[src/rtl/trig_select_pkg.sv]
package trig_select_pkg;
  localparam int NTYPE    = 32;
  localparam int PED_TYPE = 31;
  // write addresses above the per-type prescale factors
  localparam int WA_QHI   = 32;
  localparam int WA_QLO   = 33;
  localparam int WA_DIRN  = 34;
  localparam int WA_DIRW  = 35;
  localparam int WA_TN    = 36;
  localparam int WA_TW    = 37;
  localparam int WA_AUX   = 38;
  localparam int WA_HIT   = 39;
  localparam int WA_EN    = 40;
  localparam int WA_PED   = 41;
  // read addresses above the per-type rate counters
  localparam int RA_EVENT = 32;
  localparam int RA_LIVE  = 33;
  localparam int RA_DEAD  = 34;
endpackage

[src/rtl/tsel_cond.sv]
module tsel_cond #(
  parameter int QW = 12,
  parameter int DW = 8,
  parameter int TW = 10,
  parameter int XW = 12,
  parameter int HW = 6,
  parameter int NC = 31
) (
  input  logic [QW-1:0] q_sum,
  input  logic [DW-1:0] dir_match,
  input  logic [TW-1:0] t_rel,
  input  logic [XW-1:0] aux_q,
  input  logic [HW-1:0] hit_cnt,
  input  logic [QW-1:0] q_hi,
  input  logic [QW-1:0] q_lo,
  input  logic [DW-1:0] dir_n,
  input  logic [DW-1:0] dir_w,
  input  logic [TW-1:0] t_n,
  input  logic [TW-1:0] t_w,
  input  logic [XW-1:0] aux_th,
  input  logic [HW-1:0] hit_th,
  output logic [NC-1:0] cond
);
  logic [TW:0] t_ext, t_abs;
  logic qh, ql, dn, dw, tn, tw, ax, ht;

  always_comb begin
    t_ext = {t_rel[TW-1], t_rel};
    t_abs = t_ext[TW] ? (~t_ext + 1'b1) : t_ext;
    qh = q_sum > q_hi;
    ql = q_sum > q_lo;
    dn = dir_match < dir_n;
    dw = dir_match < dir_w;
    tn = t_abs < {1'b0, t_n};
    tw = t_abs < {1'b0, t_w};
    ax = aux_q > aux_th;
    ht = hit_cnt >= hit_th;
    cond     = '0;
    cond[0]  = qh & dn & tn;
    cond[1]  = ql & dn & tn;
    cond[2]  = qh & dw & tn;
    cond[3]  = qh & dn & tw;
    cond[4]  = ql & tn;
    cond[5]  = ql & tw;
    cond[6]  = qh & ax & tn;
    cond[7]  = ax;
    cond[8]  = qh;
    cond[9]  = ql;
    cond[10] = ql & (q_sum < q_hi);
    cond[11] = ht;
    cond[12] = ht & ax;
  end
endmodule

[src/rtl/tsel_prescale.sv]
module tsel_prescale #(
  parameter int PW = 32
) (
  input  logic          clk,
  input  logic          rst,
  input  logic          fac_we,
  input  logic [PW-1:0] fac_wdata,
  input  logic          hit,
  output logic          pass
);
  logic [PW-1:0] fac_q, cnt_q;
  logic          every;

  always_comb begin
    every = fac_q <= PW'(1);
    pass  = hit & (every | (cnt_q == fac_q - 1'b1));
  end

  always_ff @(posedge clk) begin
    if (rst) begin
      fac_q <= '0;
      cnt_q <= '0;
    end else if (fac_we) begin
      fac_q <= fac_wdata;
      cnt_q <= '0;
    end else if (hit && !every) begin
      cnt_q <= pass ? '0 : cnt_q + 1'b1;
    end
  end

  // the occurrence count stays below the factor
  a_r7_cnt_bound: assert property (@(posedge clk) disable iff (rst)
    (fac_q > PW'(1)) |-> (cnt_q < fac_q));
endmodule

[src/rtl/tsel_ped.sv]
module tsel_ped (
  input  logic        clk,
  input  logic        rst,
  input  logic [31:0] rate,
  output logic        fire
);
  logic [31:0] lfsr_q;

  always_ff @(posedge clk) begin
    if (rst) lfsr_q <= 32'h1;
    else     lfsr_q <= {lfsr_q[30:0], lfsr_q[31] ^ lfsr_q[21] ^ lfsr_q[1] ^ lfsr_q[0]};
  end

  assign fire = lfsr_q < rate;

  // the generator never locks up in the zero state
  a_r11_lfsr_live: assert property (@(posedge clk) disable iff (rst)
    !$past(rst) |-> (lfsr_q != 32'h0));
endmodule

[src/rtl/trig_select.sv]
module trig_select
  import trig_select_pkg::*;
#(
  parameter int QW = 12,
  parameter int DW = 8,
  parameter int TW = 10,
  parameter int XW = 12,
  parameter int HW = 6,
  parameter int PW = 32,
  parameter int CW = 32,
  parameter int AW = 6
) (
  input  logic          clk,
  input  logic          rst,
  input  logic [QW-1:0] q_sum,
  input  logic [DW-1:0] dir_match,
  input  logic [TW-1:0] t_rel,
  input  logic [XW-1:0] aux_q,
  input  logic [HW-1:0] hit_cnt,
  input  logic          busy,
  input  logic          cfg_we,
  input  logic [AW-1:0] cfg_addr,
  input  logic [31:0]   cfg_wdata,
  input  logic [AW-1:0] rd_addr,
  output logic [CW-1:0] rd_data,
  output logic          trig_out,
  output logic [31:0]   trig_pattern
);
  localparam int TIW = $clog2(NTYPE);

  logic [QW-1:0] q_hi, q_lo;
  logic [DW-1:0] dir_n, dir_w;
  logic [TW-1:0] t_n, t_w;
  logic [XW-1:0] aux_th;
  logic [HW-1:0] hit_th;
  logic [31:0]   en_mask, ped_rate;

  logic [NTYPE-2:0] cond_det;
  logic             ped_fire;
  logic [NTYPE-1:0] cand, pass;
  logic [CW-1:0]    rate_q [NTYPE];
  logic [CW-1:0]    event_q, live_q, dead_q;

  // configuration registers
  always_ff @(posedge clk) begin
    if (rst) begin
      q_hi <= '0; q_lo <= '0; dir_n <= '0; dir_w <= '0;
      t_n <= '0; t_w <= '0; aux_th <= '0; hit_th <= '0;
      en_mask <= '0; ped_rate <= '0;
    end else if (cfg_we) begin
      case (cfg_addr)
        AW'(WA_QHI):  q_hi     <= cfg_wdata[QW-1:0];
        AW'(WA_QLO):  q_lo     <= cfg_wdata[QW-1:0];
        AW'(WA_DIRN): dir_n    <= cfg_wdata[DW-1:0];
        AW'(WA_DIRW): dir_w    <= cfg_wdata[DW-1:0];
        AW'(WA_TN):   t_n      <= cfg_wdata[TW-1:0];
        AW'(WA_TW):   t_w      <= cfg_wdata[TW-1:0];
        AW'(WA_AUX):  aux_th   <= cfg_wdata[XW-1:0];
        AW'(WA_HIT):  hit_th   <= cfg_wdata[HW-1:0];
        AW'(WA_EN):   en_mask  <= cfg_wdata;
        AW'(WA_PED):  ped_rate <= cfg_wdata;
        default: ;
      endcase
    end
  end

  tsel_cond #(.QW(QW), .DW(DW), .TW(TW), .XW(XW), .HW(HW), .NC(NTYPE-1)) u_cond (
    .q_sum(q_sum), .dir_match(dir_match), .t_rel(t_rel), .aux_q(aux_q),
    .hit_cnt(hit_cnt), .q_hi(q_hi), .q_lo(q_lo), .dir_n(dir_n), .dir_w(dir_w),
    .t_n(t_n), .t_w(t_w), .aux_th(aux_th), .hit_th(hit_th), .cond(cond_det)
  );

  tsel_ped u_ped (.clk(clk), .rst(rst), .rate(ped_rate), .fire(ped_fire));

  assign cand = {ped_fire, cond_det} & en_mask & {NTYPE{~busy}};

  for (genvar g = 0; g < NTYPE; g++) begin : g_type
    tsel_prescale #(.PW(PW)) u_ps (
      .clk(clk), .rst(rst),
      .fac_we(cfg_we && (cfg_addr == AW'(g))),
      .fac_wdata(cfg_wdata[PW-1:0]),
      .hit(cand[g]), .pass(pass[g])
    );
    always_ff @(posedge clk) begin
      if (rst)          rate_q[g] <= '0;
      else if (pass[g]) rate_q[g] <= rate_q[g] + 1'b1;
    end
  end

  // decision, pattern and time accounting
  always_ff @(posedge clk) begin
    if (rst) begin
      trig_out     <= 1'b0;
      trig_pattern <= '0;
      event_q      <= '0;
      live_q       <= '0;
      dead_q       <= '0;
    end else begin
      trig_out <= |pass;
      if (|pass) begin
        trig_pattern <= pass;
        event_q      <= event_q + 1'b1;
      end
      if (busy) dead_q <= dead_q + 1'b1;
      else      live_q <= live_q + 1'b1;
    end
  end

  // counter read port
  always_ff @(posedge clk) begin
    if (rst) rd_data <= '0;
    else if (rd_addr < AW'(NTYPE)) rd_data <= rate_q[rd_addr[TIW-1:0]];
    else begin
      case (rd_addr)
        AW'(RA_EVENT): rd_data <= event_q;
        AW'(RA_LIVE):  rd_data <= live_q;
        AW'(RA_DEAD):  rd_data <= dead_q;
        default:       rd_data <= '0;
      endcase
    end
  end

  // a busy cycle never produces a trigger
  a_r8_busy_blocks: assert property (@(posedge clk) disable iff (rst)
    busy |=> !trig_out);
  // issued pattern only holds enabled types
  a_r6_mask_respected: assert property (@(posedge clk) disable iff (rst)
    (!$past(rst) && trig_out) |-> ((trig_pattern & ~$past(en_mask)) == 32'h0));
  // event counter moves with the trigger pulse and only then
  a_r10_event_step: assert property (@(posedge clk) disable iff (rst)
    (!$past(rst) && trig_out) |-> (event_q == $past(event_q) + 1'b1));
  a_r10_event_hold: assert property (@(posedge clk) disable iff (rst)
    (!$past(rst) && !trig_out) |-> $stable(event_q));
  // every clock lands in exactly one of live or dead
  a_r9_time_split: assert property (@(posedge clk) disable iff (rst)
    !$past(rst) |-> ((live_q + dead_q) == ($past(live_q) + $past(dead_q) + 1'b1)));
endmodule

[config.mk]
export PLATFORM = sky130hd
export DESIGN_NAME = trig_select
export DESIGN_NICKNAME = d
export VERILOG_FILES = /design/src/rtl/trig_select_pkg.sv /design/src/rtl/tsel_cond.sv /design/src/rtl/tsel_prescale.sv /design/src/rtl/tsel_ped.sv /design/src/rtl/trig_select.sv
export SDC_FILE = /design/constraint.sdc
export NUM_CORES = 2
export LEC_CHECK = 0
export ABC_AREA = 1
export BUFFER_PORTS_ARGS = -buffer_cell sky130_fd_sc_hd__clkbuf_2
export CORE_MARGIN = 5
export CORE_UTILIZATION = 30
export DETAILED_ROUTE_END_ITERATION = 6
export MAX_ROUTING_LAYER = met4
export SYNTH_ARGS = -nofsm -noshare
export SYNTH_HDL_FRONTEND = slang
export SYNTH_SLANG_ARGS = --single-unit
[constraint.sdc]
create_clock -name clk -period 4.7 [get_ports clk]
set_clock_uncertainty 0.2 [all_clocks]
set_input_delay 0.94 -clock clk [delete_from_list [all_inputs] [get_ports clk]]
set_output_delay 0.94 -clock clk [all_outputs]
set_load 0.005 [all_outputs]
# After elaboration in Yosys (flattened, before gate mapping)
# Memories as Yosys holds them, arrays and structs flattened.
# Cells that the tools add are included.
dict set report word_totals {
  output_inout_bits 65
  inputBits 96
  memories 1
  wordCells 722
  ramBits 1024
  register_bits 2383
}
dict set report op_classes {
  addsub 100
  n_lt_le_gt_ge 43
  n_eq_ne 76
  n_reduce_logical 140
  n_bitwise 116
  mux 165
}
# memory depth width read_ports rd_clocked_by_memory_dff wr line
set mem_list {}
lappend mem_list {rate_q 32 32 33 0 32 trig_select.sv:41} ;# logic [CW-1:0] rate_q [NTYPE];
# operator n
set ops {}
lappend ops {{adder 32 x 1 -> 32 bit, second input constant} 67}
lappend ops {{two-way mux 32 bit} 65}
lappend ops {{equality test 32 bit} 32}
lappend ops {{less-or-equal comparator 32 x 1 -> 1 bit, second input constant} 32}
lappend ops {{subtractor 32 x 1 -> 32 bit, second input constant} 32}
lappend ops {{two-way mux 1 bit} 98}
lappend ops {{equality test 6 x 5 -> 1 bit, second input constant} 16}
lappend ops {{one-hot mux 32 bit (3 select lines)} 1}
lappend ops {{equality test 6 bit, second input constant} 13}
lappend ops {{bitwise AND 32 bit} 2}
lappend ops {{logical AND 1 bit} 64}
lappend ops {{bitwise OR 1 bit} 64}
lappend ops {{OR reduction 2 bit} 32}
lappend ops {{equality test 6 x 4 -> 1 bit, second input constant} 8}
lappend ops {{bitwise AND 1 bit} 45}
lappend ops {{greater-than comparator 12 bit} 3}
lappend ops {{zero test 1 bit} 32}
lappend ops {{less-than comparator 32 bit} 1}
lappend ops {{OR reduction 32 bit} 1}
lappend ops {{equality test 6 x 3 -> 1 bit, second input constant} 4}
lappend ops {{less-than comparator 11 x 10 -> 1 bit} 2}
lappend ops {{AND reduction 2 bit} 10}
lappend ops {{less-than comparator 8 bit} 2}
lappend ops {{equality test 6 x 2 -> 1 bit, second input constant} 2}
lappend ops {{other kinds (10)} 12}

# Longest topological paths before layout
dict set report logic_depth {
  depth_word 12
  depth_mapped 26
  depth_no_buf 26
}

# Modules after synthesis
# From an unflattened synthesis, not the netlist that was laid out.
dict set report hier_totals {
  cells_unflattened 34622
  hier_area_um2 232887.1
}
# module seq_area_each_um2 n_inst area_per_inst_um2 cells_each
set by_module_without_submodules {}
lappend by_module_without_submodules {{tsel_prescale at g_type[0].u_ps ...} 1281.2 25 4377.9 651}
lappend by_module_without_submodules {trig_select 36815.3 1 85142.9 12246}
lappend by_module_without_submodules {{tsel_prescale at g_type[3].u_ps ...} 1281.2 7 4868.4 780}
lappend by_module_without_submodules {tsel_cond 0.0 1 2487.4 411}
lappend by_module_without_submodules {tsel_ped 640.6 1 1729.2 230}

# Worst setup path after synthesis
# OpenSTA, ideal clock, no wires.
dict set report synth_path {
  path_type {input-to-reg}
  startpoint {input port t_rel[0]}
  endpoint {memory rate_q[2][0], enable pin}
  setup_ns 0.389
  required_time_ns 4.111
  slack_ns 0.426
  path_buffers 0
  path_stages 17
  arrival_ns 3.684
  path_cell_list {inv_1 -> ha_1 -> nand2_1 -> nor2_1 -> nand2_1 -> o31ai_1 -> xor2_1 -> ha_1 -> nand2_1 -> inv_1 -> o21ai_0 -> nand4_1 -> nor2_1 -> nand4_1 -> a21oi_2 -> nand2_4 -> nand2_1}
}
# element line
set synth_lines {}
lappend synth_lines {{start: declaration} trig_select.sv:17} ;# input logic [TW-1:0] t_rel,
lappend synth_lines {{end: declaration} trig_select.sv:41}

# Worst setup path in the final report
dict set report layout_path {
  startpoint {input port t_rel[1]}
  endpoint {register event_q[7]}
}
dict set report layout_via {
  elab_chain_cells 9
  elab_cells_between_ends 22
  cone_classes {1 x add/sub; 2 x order compare; 1 x mux; 17 x bitwise; 1 x reduce/logical}
}
# element line
set layout_rtl {}
lappend layout_rtl {{NOT 11 bit} tsel_cond.sv:29} ;# t_abs = t_ext[TW] ? (~t_ext + 1'b1) : t_ext;
lappend layout_rtl {{adder 11 x 1 -> 11 bit} tsel_cond.sv:29}
lappend layout_rtl {{two-way mux 11 bit *} tsel_cond.sv:29}
lappend layout_rtl {{less-than comparator 11 x 10 -> 1 bit (on tied branches)} {tsel_cond.sv:34, tsel_cond.sv:35}}
lappend layout_rtl {{bitwise AND 1 bit, or another cell as far along} tsel_cond.sv:39} ;# cond[0] = qh & dn & tn;
lappend layout_rtl {{bitwise AND 32 bit * (2 in series)} trig_select.sv:75} ;# assign cand = {ped_fire, cond_det} & en_mask & {NTYPE{~busy}};
lappend layout_rtl {{bitwise AND 1 bit} tsel_prescale.sv:16} ;# pass = hit & (every | (cnt_q == fac_q - 1'b1));
lappend layout_rtl {{OR reduction 32 bit *} trig_select.sv:100} ;# if (|pass) begin
lappend layout_rtl {{end signal: assignment} trig_select.sv:102} ;# event_q <= event_q + 1'b1;
lappend layout_rtl {{end: declaration} trig_select.sv:42} ;# logic [CW-1:0] event_q, live_q, dead_q;
# Mark *: on every way between the ends. The rest lies on a longest branch, timed or not.
# A chain may end at the register's enable or synchronous reset.

==> impl_metrics.py <==
metrics = {
    "timing": {
        "finalHoldViolations": 0,
        "fin_crit_sh": 0.947,
        "max_clock_freq_mhz": 225,
        "final_max_slew_viol_count": 11,
        "min_period_ps": 4450,
        "hold_slack_ps": 184,
        "rsz0062_at_grt": "no",
        "setup_viol_count_final": 0,
        "tightest_slew_ps": 1570,
        "slew_headroom": -0.0459,
    },
    "cts": {
        "clk_pin_slew_worst_paths_ps": 60,
        "cts_resized": 0,
        "cts_hold_buffers": 0,
        "post_cts_buffers": 0,
        "cts_tree": "done",
        "cts_buffers": 196,
        "clk_latency_ps": 910,
        "clockBufferDepth": 4,
        "clock_sinks": 1643,
        "cts-htree-levels": 4,
        "cts-root-buf": "clkbuf_16",
    },
    "global_routing": {
        "grt.met3_usage": 0.0236,
        "busiest_layer": "met2",
        "grt-ovfl-total": 0,
        "grt_use_met1": 0.276,
        "grt_antenna_before_repair": 18,
        "grt_start_max_net_pins": 197,
        "grt_pass1_wl_um": 548000,
        "first_global_vias": 91800,
        "use_met2": 0.302,
        "grtUsageTotal": 0.200,
    },
    "final_layout": {
        "fillers": 36700,
        "final_common_cell": "nand2_1",
        "final_cell_mix": "nand2_1, nor2_1, inv_1",
        "nets": 15500,
        "syn_to_final_growth_pct": 14.2,
        "design_area_um2": 118000,
        "stdcell_count": 19900,
        "drive_gt1_frac": 0.0816,
    },
    "critical_path": {
        "r2r_end": "g_type[12].u_ps.cnt_q[14]",
        "crit_arrival_ps": 5070,
        "worst_path_most_repeated_cell": "nand2_1",
        "startpoint": "t_rel[1]",
        "crit_slowest_cell": "nor2_4",
        "endpoint_kind": "flip-flop",
        "crit_end": "event_q[7]",
        "reg2reg_depth": 13,
        "rr_startpoint": "hit_th[5]",
        "critPathMaxStageDelay_ps": 530,
        "r2r_setup_slack_ps": 560,
        "worstPathMaxFanout": 17,
        "crit_type": "input port to flip-flop",
        "critPathRequiredTime_ps": 5320,
        "critPathLaunchType": "input port",
    },
    "status": {
        "violations": "capacitance limit, slew limit",
        "status": "finished, violations left",
    },
    "route": {
        "drt_iter0_drc": 8865,
        "drc_errors": 0,
        "wirelength_um": 359000,
        "via_count": 99800,
        "drt_first_pass_iters": 6,
        "drtAntennaViolNets": 0,
        "viasPerCell": 5.01,
        "avgRoutedWirePerCell_um": 18.0,
    },
    "power": {
        "pwr-share-clk": 0.471,
        "pwr_density_cell_nw_per_um2": 292,
        "power.switching_mw": 9.23,
        "internal_power_mw": 25.0,
        "pwr-share-seq": 0.435,
        "p_sw_frac": 0.269,
        "leakagePower_nw": 47.1,
        "pwr-share-comb": 0.094,
        "peakVddDrop_mv": 0.266,
    },
    "floorplanning": {
        "die_y_um": 596,
        "io_pins": 161,
        "die_area_um2": 355000,
        "die_w_um": 596,
        "initial_core_util": 0.301,
        "row_count": 215,
        "core_um2": 342000,
    },
    "hold_path": {
        "hold_depth": 3,
        "holdCritPathClass": "input port to flip-flop",
    },
    "yosys": {
        "synthFlopType": "dfxtp_1",
        "synthAdderAreaFrac": 0.0201,
        "netlist_top_cells_area": "dfxtp_1, edfxtp_1, nand2_1, nor2_1, inv_1",
        "synth_edf_count": 448,
        "async_reset_ff_frac": 0,
        "synthDominantCellAreaShare": 0.232,
        "synth_cells": 14900,
        "ys_seq_elements": 1643,
        "synth_xor_area_frac": 0.0738,
        "yosysSeqAreaShare": 0.363,
        "synth_compound_area_frac": 0.140,
        "synth_cell_types": 77,
        "synth_top_family_by_area": "simple AND/OR/NAND/NOR gates",
        "yosysWarnings": 0,
        "syn-cell-area_um2": 103000,
        "muxShareOfSynthArea": 0,
        "synth_top_area_cell": "dfxtp_1",
        "synth.avg_cell_area_um2": 6.89,
        "synthSimpleGateAreaFrac": 0.319,
    },
    "place": {
        "placed_cell_area_um2": 111000,
        "hpwl_um": 268000,
        "place_inst": 19600,
        "place.port_buffers": 142,
        "place_congestion": 0.954,
    },
    "run": {
        "drv_cap": 1,
    },
}
-- through the flow --
step	power, mW	utilization	setup WS, ps	TNS, ps
6_report	34.3	0.343	247	0
3_3_place_gp	18.4	0.324	-563	-50760
5_1_grt	35.5	0.343	55.0	0
3_5_place_dp	18.4	0.324	-594	-66460
2_1_floorplan	17.1	-	426	0
4_1_cts	34.6	0.343	368	0
-- power groups by stage --
stage          Clock [mW]  Sequential [mW]  Combinational [mW]
3_3_place_gp            0             15.2                3.16
5_1_grt              17.1             14.9                3.53
6_report             16.2             14.9                3.22
3_5_place_dp            0             15.2                3.17
4_1_cts              16.5             14.9                3.18
2_1_floorplan           0             15.1                2.00
-- Yosys cell counts, types with 32 or more instances --
library cell,instances
inv_2,32
nor3_1,527
o21ai_1,44
nand3_1,644
o22ai_1,84
o21a_1,42
nand4_1,375
clkbuf_1,389
nor2_2,92
or2_2,59
xnor2_1,236
o21ai_0,943
ha_1,165
buf_2,37
dfxtp_1,1195
nor2_4,36
a21oi_1,1144
nor2_1,2114
nand2_1,3041
nor4_1,151
xor2_1,603
nor3b_1,113
edfxtp_1,448
a211oi_1,102
inv_1,1723
nand2_2,69
nand3b_1,65
a41oi_1,34
-- worst max-delay path: cells and delay by family --
family,cells,cell delay (ps)
fa+ha+maj,2,370
xor+xnor,1,310
buf+inv,6,870
compound gates,2,390
simple gates,16,2150
-- cell type report --
type	count	area [um2]	share of cell area
Multi-Input combinational cell	11100	57100	0.486
Sequential cell	1643	37400	0.318
Inverter	1773	6660	0.0567
Tap cell	4557	5700	0.0485
Clock buffer	260	5530	0.0471
Timing Repair Buffer	517	3960	0.0337
Clock inverter	102	1190	0.0101
Antenna cell	7	17.5	0.000149
-- logic make-up after synthesis --
kind of cell / Yosys count
buffers and inverters: 2253
adders and majority gates: 165
AOI/OAI and AO/OA: 2623
DFF: 1643
and+or+nand+nor: 7410
xor gates and xnor gates: 850
other: 1
-- registers in the layout, summed over array words and instances (netlist names), 14 cells and up --
register and cells:
g_type.u_ps.cnt_q 448, g_type.u_ps.fac_q 448, rate_q 448, dead_q 32, event_q 32, live_q 32, ped_rate 32, rd_data 32
u_ped.lfsr_q 32, en_mask 14, trig_pattern 14
-- routing by layer --
| layer | wire (um) | up-vias |
|---|---|---|
| met2 | 155000 | 2980 |
| met3 | 23500 | 566 |
| met4 | 13900 | 0 |
| met1 | 166000 | 46200 |
| li1 | - | 50100 |
| met5 | 0 | - |
-- worst min-delay path by stage --
| stage | start | endpoint | slack [ps] |
|---|---|---|---|
| final | cfg_wdata[13] | g_type[10].u_ps.fac_q[13] | 180 |
| after global routing | cfg_wdata[14] | g_type[10].u_ps.fac_q[14] | 190 |
| after CTS | cfg_wdata[13] | g_type[10].u_ps.fac_q[13] | 130 |
| after detailed placement | u_ped.lfsr_q[3] | u_ped.lfsr_q[4] | 220 |
| after global placement | u_ped.lfsr_q[10] | u_ped.lfsr_q[11] | 210 |
| after floorplan | u_ped.lfsr_q[9] | u_ped.lfsr_q[10] | 210 |
Power figures use the tool's default switching activity.
